**src/rtl/raster_pkg.sv**
```systemverilog
package raster_pkg;

  localparam int RW        = 16;
  localparam int AW        = 8;
  localparam int NUM_WORDS = 17;
  localparam int IDX_W     = $clog2(NUM_WORDS);
  localparam int CTRL_IDX  = NUM_WORDS - 1;

  localparam logic [AW-1:0] WIN_FIRST = 8'h60;
  localparam logic [AW-1:0] WIN_LAST  = 8'h7E;
  localparam logic [AW-1:0] CTRL_OFS  = 8'h80;

  localparam int FLIP_X_BIT = 3;
  localparam int FLIP_Y_BIT = 4;

  localparam logic [RW-1:0] ZOOM_MASTER_INIT = 16'd0;
  localparam logic [RW-1:0] ZOOM_OFFSET_INIT = 16'd0;
  localparam logic [RW-1:0] ZOOM_SIZE_INIT   = 16'd1023;
  localparam logic [RW-1:0] ZOOM_SCALE_INIT  = 16'd64;

  typedef struct packed {
    logic [RW-1:0] sync_end;
    logic [RW-1:0] blank_end;
    logic [RW-1:0] screen_end;
    logic [RW-1:0] total_end;
  } axis_timing_t;

  typedef struct packed {
    axis_timing_t h;
    axis_timing_t v;
    logic         flip_x;
    logic         flip_y;
  } raster_cfg_t;

  function automatic raster_cfg_t make_cfg(
    input logic [RW-1:0] hs, input logic [RW-1:0] hb,
    input logic [RW-1:0] hsc, input logic [RW-1:0] ht,
    input logic [RW-1:0] vs, input logic [RW-1:0] vb,
    input logic [RW-1:0] vsc, input logic [RW-1:0] vt,
    input logic fx, input logic fy);
    raster_cfg_t c;
    c.h.sync_end   = hs;
    c.h.blank_end  = hb;
    c.h.screen_end = hsc;
    c.h.total_end  = ht;
    c.v.sync_end   = vs;
    c.v.blank_end  = vb;
    c.v.screen_end = vsc;
    c.v.total_end  = vt;
    c.flip_x       = fx;
    c.flip_y       = fy;
    return c;
  endfunction

endpackage

```
**src/rtl/raster_regs.sv**
```systemverilog
module raster_regs
  import raster_pkg::*;
#(
  parameter logic [RW-1:0] H_SYNC_END   = 16'd42,
  parameter logic [RW-1:0] H_BLANK_END  = 16'd111,
  parameter logic [RW-1:0] H_SCREEN_END = 16'd495,
  parameter logic [RW-1:0] H_TOTAL_END  = 16'd454,
  parameter logic [RW-1:0] V_SYNC_END   = 16'd3,
  parameter logic [RW-1:0] V_BLANK_END  = 16'd21,
  parameter logic [RW-1:0] V_SCREEN_END = 16'd245,
  parameter logic [RW-1:0] V_TOTAL_END  = 16'd262,
  parameter logic [RW-1:0] CTRL_INIT    = 16'h0003
) (
  input  logic          clk,
  input  logic          rst_n,
  input  logic          wr_en,
  input  logic [AW-1:0] addr,
  input  logic [RW-1:0] wdata,
  input  logic          load,
  output logic [RW-1:0] rdata,
  output raster_cfg_t   act_cfg
);

  localparam logic [RW-1:0] DFLT [NUM_WORDS] = '{
    H_SYNC_END, H_BLANK_END, H_SCREEN_END, H_TOTAL_END,
    ZOOM_MASTER_INIT, ZOOM_OFFSET_INIT, ZOOM_SIZE_INIT, ZOOM_SCALE_INIT,
    V_SYNC_END, V_BLANK_END, V_SCREEN_END, V_TOTAL_END,
    ZOOM_MASTER_INIT, ZOOM_OFFSET_INIT, ZOOM_SIZE_INIT, ZOOM_SCALE_INIT,
    CTRL_INIT
  };

  logic             hit;
  logic [IDX_W-1:0] idx;
  logic [RW-1:0]    word_q [NUM_WORDS];
  raster_cfg_t      shadow_cfg;
  raster_cfg_t      act_d;
  raster_cfg_t      act_q;

  // address decode: even offsets in the timing window, plus the control word
  always_comb begin
    hit = 1'b0;
    idx = '0;
    if (!addr[0]) begin
      if (addr >= WIN_FIRST && addr <= WIN_LAST) begin
        hit = 1'b1;
        idx = IDX_W'((addr - WIN_FIRST) >> 1);
      end else if (addr == CTRL_OFS) begin
        hit = 1'b1;
        idx = IDX_W'(CTRL_IDX);
      end
    end
  end

  // shadow words: written immediately, read back on the following cycle
  for (genvar i = 0; i < NUM_WORDS; i++) begin : g_word
    logic          sel;
    logic [RW-1:0] d;
    logic [RW-1:0] q;

    assign sel = wr_en && hit && (idx == IDX_W'(i));

    always_comb begin
      d = q;
      if (sel) d = wdata;
    end

    always_ff @(posedge clk or negedge rst_n) begin
      if (!rst_n) q <= DFLT[i];
      else        q <= d;
    end

    assign word_q[i] = q;
  end

  assign rdata = hit ? word_q[idx] : '0;

  // working copy that drives timing, refreshed only at the frame wrap
  always_comb begin
    shadow_cfg = make_cfg(word_q[0], word_q[1], word_q[2], word_q[3],
                          word_q[8], word_q[9], word_q[10], word_q[11],
                          word_q[CTRL_IDX][FLIP_X_BIT],
                          word_q[CTRL_IDX][FLIP_Y_BIT]);
    act_d = act_q;
    if (load) act_d = shadow_cfg;
  end

  always_ff @(posedge clk or negedge rst_n) begin
    if (!rst_n) act_q <= make_cfg(DFLT[0], DFLT[1], DFLT[2], DFLT[3],
                                  DFLT[8], DFLT[9], DFLT[10], DFLT[11],
                                  DFLT[CTRL_IDX][FLIP_X_BIT],
                                  DFLT[CTRL_IDX][FLIP_Y_BIT]);
    else        act_q <= act_d;
  end

  assign act_cfg = act_q;

endmodule

```
**src/rtl/raster_axis_ctr.sv**
```systemverilog
module raster_axis_ctr #(
  parameter int CW = 16
) (
  input  logic          clk,
  input  logic          rst_n,
  input  logic          step,
  input  logic [CW-1:0] last,
  output logic [CW-1:0] cnt,
  output logic          wrap
);

  logic [CW-1:0] cnt_d;
  logic [CW-1:0] cnt_q;
  logic          at_last;

  assign at_last = (cnt_q == last);
  assign wrap    = step && at_last;

  always_comb begin
    cnt_d = cnt_q;
    if (step) begin
      if (at_last) cnt_d = '0;
      else         cnt_d = cnt_q + CW'(1);
    end
  end

  always_ff @(posedge clk or negedge rst_n) begin
    if (!rst_n) cnt_q <= '0;
    else        cnt_q <= cnt_d;
  end

  assign cnt = cnt_q;

endmodule

```
**src/rtl/raster_region.sv**
```systemverilog
module raster_region #(
  parameter int CW = 16
) (
  input  logic [CW-1:0] cnt,
  input  logic [CW-1:0] sync_end,
  input  logic [CW-1:0] blank_end,
  input  logic [CW-1:0] screen_end,
  input  logic [CW-1:0] total_end,
  output logic          sync,
  output logic          blank,
  output logic          active
);

  logic past_blank;
  logic in_screen;
  logic in_line;

  assign past_blank = (cnt > blank_end);
  assign in_screen  = (cnt <= screen_end);
  assign in_line    = (cnt <= total_end);

  assign sync   = (cnt <= sync_end);
  assign active = past_blank && in_screen && in_line;
  assign blank  = !active;

endmodule

```
**src/rtl/raster_timing_gen.sv**
```systemverilog
module raster_timing_gen
  import raster_pkg::*;
#(
  parameter logic [RW-1:0] H_SYNC_END   = 16'd42,
  parameter logic [RW-1:0] H_BLANK_END  = 16'd111,
  parameter logic [RW-1:0] H_SCREEN_END = 16'd495,
  parameter logic [RW-1:0] H_TOTAL_END  = 16'd454,
  parameter logic [RW-1:0] V_SYNC_END   = 16'd3,
  parameter logic [RW-1:0] V_BLANK_END  = 16'd21,
  parameter logic [RW-1:0] V_SCREEN_END = 16'd245,
  parameter logic [RW-1:0] V_TOTAL_END  = 16'd262,
  parameter logic [RW-1:0] CTRL_INIT    = 16'h0003
) (
  input  logic          clk,
  input  logic          rst_n,
  input  logic          dot_en,
  input  logic          reg_wr,
  input  logic [AW-1:0] reg_addr,
  input  logic [RW-1:0] reg_wdata,
  output logic [RW-1:0] reg_rdata,
  output logic [RW-1:0] hcount,
  output logic [RW-1:0] vcount,
  output logic          hsync,
  output logic          hblank,
  output logic          hactive,
  output logic          vsync,
  output logic          vblank,
  output logic          vactive,
  output logic          frame_start,
  output logic          flip_x,
  output logic          flip_y
);

  localparam int NAX = 2;

  raster_cfg_t   act_cfg;
  logic          h_wrap;
  logic          v_wrap;
  logic          frame_wrap;

  logic [RW-1:0] act_h_sync, act_h_blank, act_h_screen, act_h_total;
  logic [RW-1:0] act_v_sync, act_v_blank, act_v_screen, act_v_total;

  axis_timing_t  axis_cfg    [NAX];
  logic [RW-1:0] axis_cnt    [NAX];
  logic          axis_sync   [NAX];
  logic          axis_blank  [NAX];
  logic          axis_active [NAX];

  assign frame_wrap = v_wrap;

  raster_regs #(
    .H_SYNC_END  (H_SYNC_END),
    .H_BLANK_END (H_BLANK_END),
    .H_SCREEN_END(H_SCREEN_END),
    .H_TOTAL_END (H_TOTAL_END),
    .V_SYNC_END  (V_SYNC_END),
    .V_BLANK_END (V_BLANK_END),
    .V_SCREEN_END(V_SCREEN_END),
    .V_TOTAL_END (V_TOTAL_END),
    .CTRL_INIT   (CTRL_INIT)
  ) u_regs (
    .clk    (clk),
    .rst_n  (rst_n),
    .wr_en  (reg_wr),
    .addr   (reg_addr),
    .wdata  (reg_wdata),
    .load   (frame_wrap),
    .rdata  (reg_rdata),
    .act_cfg(act_cfg)
  );

  assign act_h_sync   = act_cfg.h.sync_end;
  assign act_h_blank  = act_cfg.h.blank_end;
  assign act_h_screen = act_cfg.h.screen_end;
  assign act_h_total  = act_cfg.h.total_end;
  assign act_v_sync   = act_cfg.v.sync_end;
  assign act_v_blank  = act_cfg.v.blank_end;
  assign act_v_screen = act_cfg.v.screen_end;
  assign act_v_total  = act_cfg.v.total_end;

  raster_axis_ctr #(.CW(RW)) u_hctr (
    .clk  (clk),
    .rst_n(rst_n),
    .step (dot_en),
    .last (act_h_total),
    .cnt  (hcount),
    .wrap (h_wrap)
  );

  raster_axis_ctr #(.CW(RW)) u_vctr (
    .clk  (clk),
    .rst_n(rst_n),
    .step (h_wrap),
    .last (act_v_total),
    .cnt  (vcount),
    .wrap (v_wrap)
  );

  assign axis_cfg[0] = act_cfg.h;
  assign axis_cfg[1] = act_cfg.v;
  assign axis_cnt[0] = hcount;
  assign axis_cnt[1] = vcount;

  for (genvar a = 0; a < NAX; a++) begin : g_axis
    raster_region #(.CW(RW)) u_region (
      .cnt       (axis_cnt[a]),
      .sync_end  (axis_cfg[a].sync_end),
      .blank_end (axis_cfg[a].blank_end),
      .screen_end(axis_cfg[a].screen_end),
      .total_end (axis_cfg[a].total_end),
      .sync      (axis_sync[a]),
      .blank     (axis_blank[a]),
      .active    (axis_active[a])
    );
  end

  assign hsync   = axis_sync[0];
  assign hblank  = axis_blank[0];
  assign hactive = axis_active[0];
  assign vsync   = axis_sync[1];
  assign vblank  = axis_blank[1];
  assign vactive = axis_active[1];

  assign frame_start = (hcount == '0) && (vcount == '0);
  assign flip_x      = act_cfg.flip_x;
  assign flip_y      = act_cfg.flip_y;

endmodule

```
**config.mk**
```make
export PLATFORM = sky130hd
export DESIGN_NAME = raster_timing_gen
export DESIGN_NICKNAME = d
export VERILOG_FILES = /design/src/rtl/raster_pkg.sv /design/src/rtl/raster_regs.sv /design/src/rtl/raster_axis_ctr.sv /design/src/rtl/raster_region.sv /design/src/rtl/raster_timing_gen.sv
export SDC_FILE = /design/constraint.sdc
export NUM_CORES = 1
export LEC_CHECK = 0
export ABC_CLOCK_PERIOD_IN_PS = 7230
export BUFFER_PORTS_ARGS = -buffer_cell sky130_fd_sc_hd__buf_2
export CAP_MARGIN = 0
export CORE_UTILIZATION = 30
export CTS_BUF_LIST = sky130_fd_sc_hd__clkbuf_8
export DETAILED_ROUTE_END_ITERATION = 10
export HOLD_SLACK_MARGIN = 0.15
export PLACE_DENSITY_LB_ADDON = 0.12
export SLEW_MARGIN = 10
export SYNTH_ARGS = -nofsm -noshare
export SYNTH_HDL_FRONTEND = slang
export SYNTH_SLANG_ARGS = --single-unit
```
**constraint.sdc**
```tcl
create_clock -name clk -period 7.23 [get_ports clk]
set_clock_uncertainty 0.15 [all_clocks]
set_input_delay 0 -clock clk [delete_from_list [all_inputs] [get_ports clk]]
set_output_delay 0 -clock clk [all_outputs]
set_load 0.01 [all_outputs]
```
==> metrics.txt <==
status=finished clean; first-pass GRT wire length=116000 microns; R2R depth=8; post-CTS resize count=0; r2r setup slk=~3.7 ns; area post-placement=23800 sq um; violation count after the first detailed-route iteration=1214; hold_sp=dot_en; Avg Cell Area, Syn=10.5 sq um; setup repair bufs after CTS=0; PortBufs=84; Clock Latency Late Sink=roughly 0.66 ns; Final HPWL DP=52200 microns; Startpoint Class=register; slew margin rel.=0.249; post-route minimum period=3.54 ns; Final Hold Fails=0; final layout net count=approximately 2.4k; Cell Rows=100; final instance area=between 20000 and 30000 sq um; setup violators final=0; Least-Margin Pin Slew=1.12 ns; antenna violations before repair=4; number of H-tree levels=3; critical setup path kind=reg2reg; hold worst-path end=u_hctr.cnt[6]; total number of vias=between 15k and 20k; pwr/cell area=208 nW/um^2; CP Max Fanout=246; vias in the first global route=17.3k; CTS Buffer Depth=3; die area=around 76000 sq um; Distinct cells, synth=69; CP Data Required Time=approximately 7.6 ns; core area=74300 sq um; Final Routed Wirelength=slightly below 80000 microns; largest net degree at the start of global routing=247; final core utilization=0.347; Routed Antenna Nets=0; RSZ-0062 raised after global routing=no; flop and latch count out of synthesis=roughly 430; RR Endpoint=u_regs.act_cfg[91]; drt wl/cell=23.5 microns; fillcell total=7624; Max Fclk=282 MHz; leak pwr=~13 nW; crit end category=register; Post-Synth XOR/XNOR Area=0.00350; Max-cap violations=0; die height=276 microns; layout cells sized above 1=0.268; gpl congestion=0.850; Post-Syn Area=~23000 sq um; register area share after synthesis=0.488; RR Startpoint=u_hctr.cnt[11]; clock sink count=434; die width=276 microns; Worst Hold Class=in2reg; Gate Count Post-Synth=~2.1k; EDFF count, synth=0; adder-cell area share of the yosys netlist=0.0734; largest family of logic cells by synthesized area=multiplexers; Post-route DRC=0; arrival time at the worst endpoint=3.95 ns; TritonCTS clock tree=done; Vias/cell=5.16; crit share post-route=0.490; Post-Synth Simple-Gate Area=0.120; global-route usage over all layers=0.206; grt ovf=0; Worst VDD drop=0.0843 mV; Syn Nets=2301; Num CTS Buffers=83; Root Driver=clkbuf_8; Slew Limit Fails=0; hold path cells=4; Initial Util=0.303; proportion of synthesized area in mux cells=0.143; Top FF cell, synth=dfrtp_1; compound-cell area share of the yosys netlist=0.123; Top Ports=85; Final TNS setup=0 ns; CTS clock-pin slew for the worst setup and hold paths=0.06 ns; Area Growth Syn to Fin=14.5%; Synthesis Warnings=0; async set or reset register ratio after synthesis=1.00; cts hold-fix bufs=30; DR pass1 iterations=5
where the power goes:
group          internal (mW)  switching, mW
registers               2.47         0.0694
logic                  0.127          0.240
clock network           1.36           1.09
total                   3.97           1.40
placed cells by master (no fill, tap or decap), types with 8 or more instances in the layout:
| master | synthesis | final |
|---|---|---|
| a31oi_1 | 16 | 16 |
| nor2b_1 | 18 | 18 |
| nand4_1 | 44 | 44 |
| nand2_1 | 242 | 241 |
| dlygate4sd3_1 | 0 | 29 |
| ha_1 | 132 | 132 |
| clkbuf_8 | 0 | 104 |
| mux2i_1 | 12 | 12 |
| o21ai_0 | 243 | 243 |
| and3_1 | 14 | 14 |
| o22ai_1 | 52 | 52 |
| buf_4 | 12 | 20 |
| nor2_1 | 88 | 88 |
| a21oi_1 | 46 | 46 |
| o221ai_1 | 8 | 8 |
| nor4_1 | 10 | 10 |
| nand2b_1 | 14 | 14 |
| o31ai_1 | 12 | 12 |
| clkinv_2 | 0 | 11 |
| mux2_2 | 274 | 274 |
| a21o_1 | 21 | 21 |
| nand3b_1 | 15 | 15 |
| dfstp_2 | 96 | 96 |
| buf_2 | 64 | 83 |
| or3_1 | 12 | 12 |
| nor3_1 | 21 | 21 |
| nor2_2 | 10 | 9 |
| dfrtp_1 | 338 | 338 |
| inv_1 | 134 | 168 |
| nand3_1 | 29 | 29 |
| a221oi_1 | 20 | 20 |
synthesized netlist by cell type, types with 3 or more instances:
master    count  area (sq um)
dfrtp_1     338          8460
mux2_2      274          3090
o21ai_0     243          1220
nand2_1     242           908
inv_1       134           503
ha_1        132          1650
dfstp_2      96          2520
nor2_1       88           330
buf_2        64           320
o22ai_1      52           325
a21oi_1      46           230
nand4_1      44           275
clkbuf_1     41           154
nand3_1      29           145
a21o_1       21           158
nor3_1       21           105
a221oi_1     20           175
nor2b_1      18           113
a31oi_1      16           100
nand3b_1     15           113
and3_1       14          87.6
nand2b_1     14          87.6
buf_4        12          90.1
mux2i_1      12           120
o31ai_1      12          90.1
or3_1        12          75.1
nor2_2       10          62.6
nor4_1       10          62.6
o221ai_1      8          70.1
a211oi_1      7          52.6
and2_1        7          43.8
and4_1        7          61.3
o21a_1        7          52.6
xor2_1        7          61.3
a22oi_1       6          45.0
o211ai_1      4          30.0
o311ai_0      4          35.0
a211o_1       3          26.3
a221o_1       3          30.0
and3b_1       3          26.3
buf_6         3          33.8
nand3_2       3          30.0
nor4b_1       3          26.3
o21ai_1       3          15.0
cells by family after synthesis:
family	Yosys count
adder cells (fa/ha/maj)	132
XOR/XNOR	9
AO/OA/AOI/OAI	467
AND/OR/NAND/NOR	553
multiplexers	288
flip-flops	434
buffers and inverters	258
worst max path at each step:
stage	from	depth (start not counted)	slack, ns	to
2_1_floorplan	u_hctr.cnt[13]	8	4.79	u_vctr.cnt[10]
4_1_cts	u_hctr.cnt[11]	8	3.68	u_regs.act_cfg[96]
3_3_place_gp	u_hctr.cnt[9]	8	3.80	u_regs.act_cfg[81]
6_report	u_hctr.cnt[11]	8	3.69	u_regs.act_cfg[91]
3_5_place_dp	u_hctr.cnt[11]	7	3.69	u_regs.act_cfg[108]
5_1_grt	u_hctr.cnt[9]	8	3.36	u_regs.act_cfg[124]
layer usage:
metal | vias up | global-route usage | share of wire
li1 | 7869 | - | -
met1 | 8574 | 0.303 | 0.50
met2 | 372 | 0.309 | 0.44
met3 | 87 | 0.0264 | 0.040
met4 | 0 | 0.0701 | 0.027
met5 | - | 0 | 0
worst max-delay path: stages (launching register included):
cell	delay [ns]
dfrtp_1	0.51
ha_1	0.37
nand4_1	0.21
nor4_4	0.54
nand2_1	0.37
nor2_4	0.20
buf_12	0.59
nand2_1	0.14
o21ai_0	0.11
cell type report:
cell class / count / area (sq um) / share of cell area
diodes: 1 / 2.50 / 0.0000971
clock buffers: 104 / 1430 / 0.0555
clock inverters: 49 / 258 / 0.0100
inverters: 135 / 507 / 0.0197
multi-input cells: 1449 / 10400 / 0.404
flip-flops and latches: 434 / 11000 / 0.426
well taps: 969 / 1210 / 0.0470
repair buffers: 137 / 958 / 0.0372
registers in the layout, summed over array words and instances, names as in the netlist:
signal           count
u_hctr.cnt          16
u_regs.act_cfg     130
u_vctr.cnt          16
u_regs.g_word.q    272
stage by stage:
stage	hold slack, ns	instances	power [mW]	worst slack (ns)
global route	0.234	3278	5.60	3.36
floorplan	-0.446	2141	2.74	4.79
global placement	-0.138	3094	2.93	3.80
detailed placement	-0.139	3094	2.94	3.69
CTS	0.155	3277	5.46	3.68
finish	0.223	3278	5.37	3.69
Note: power is estimated with default switching activity, not from simulation.
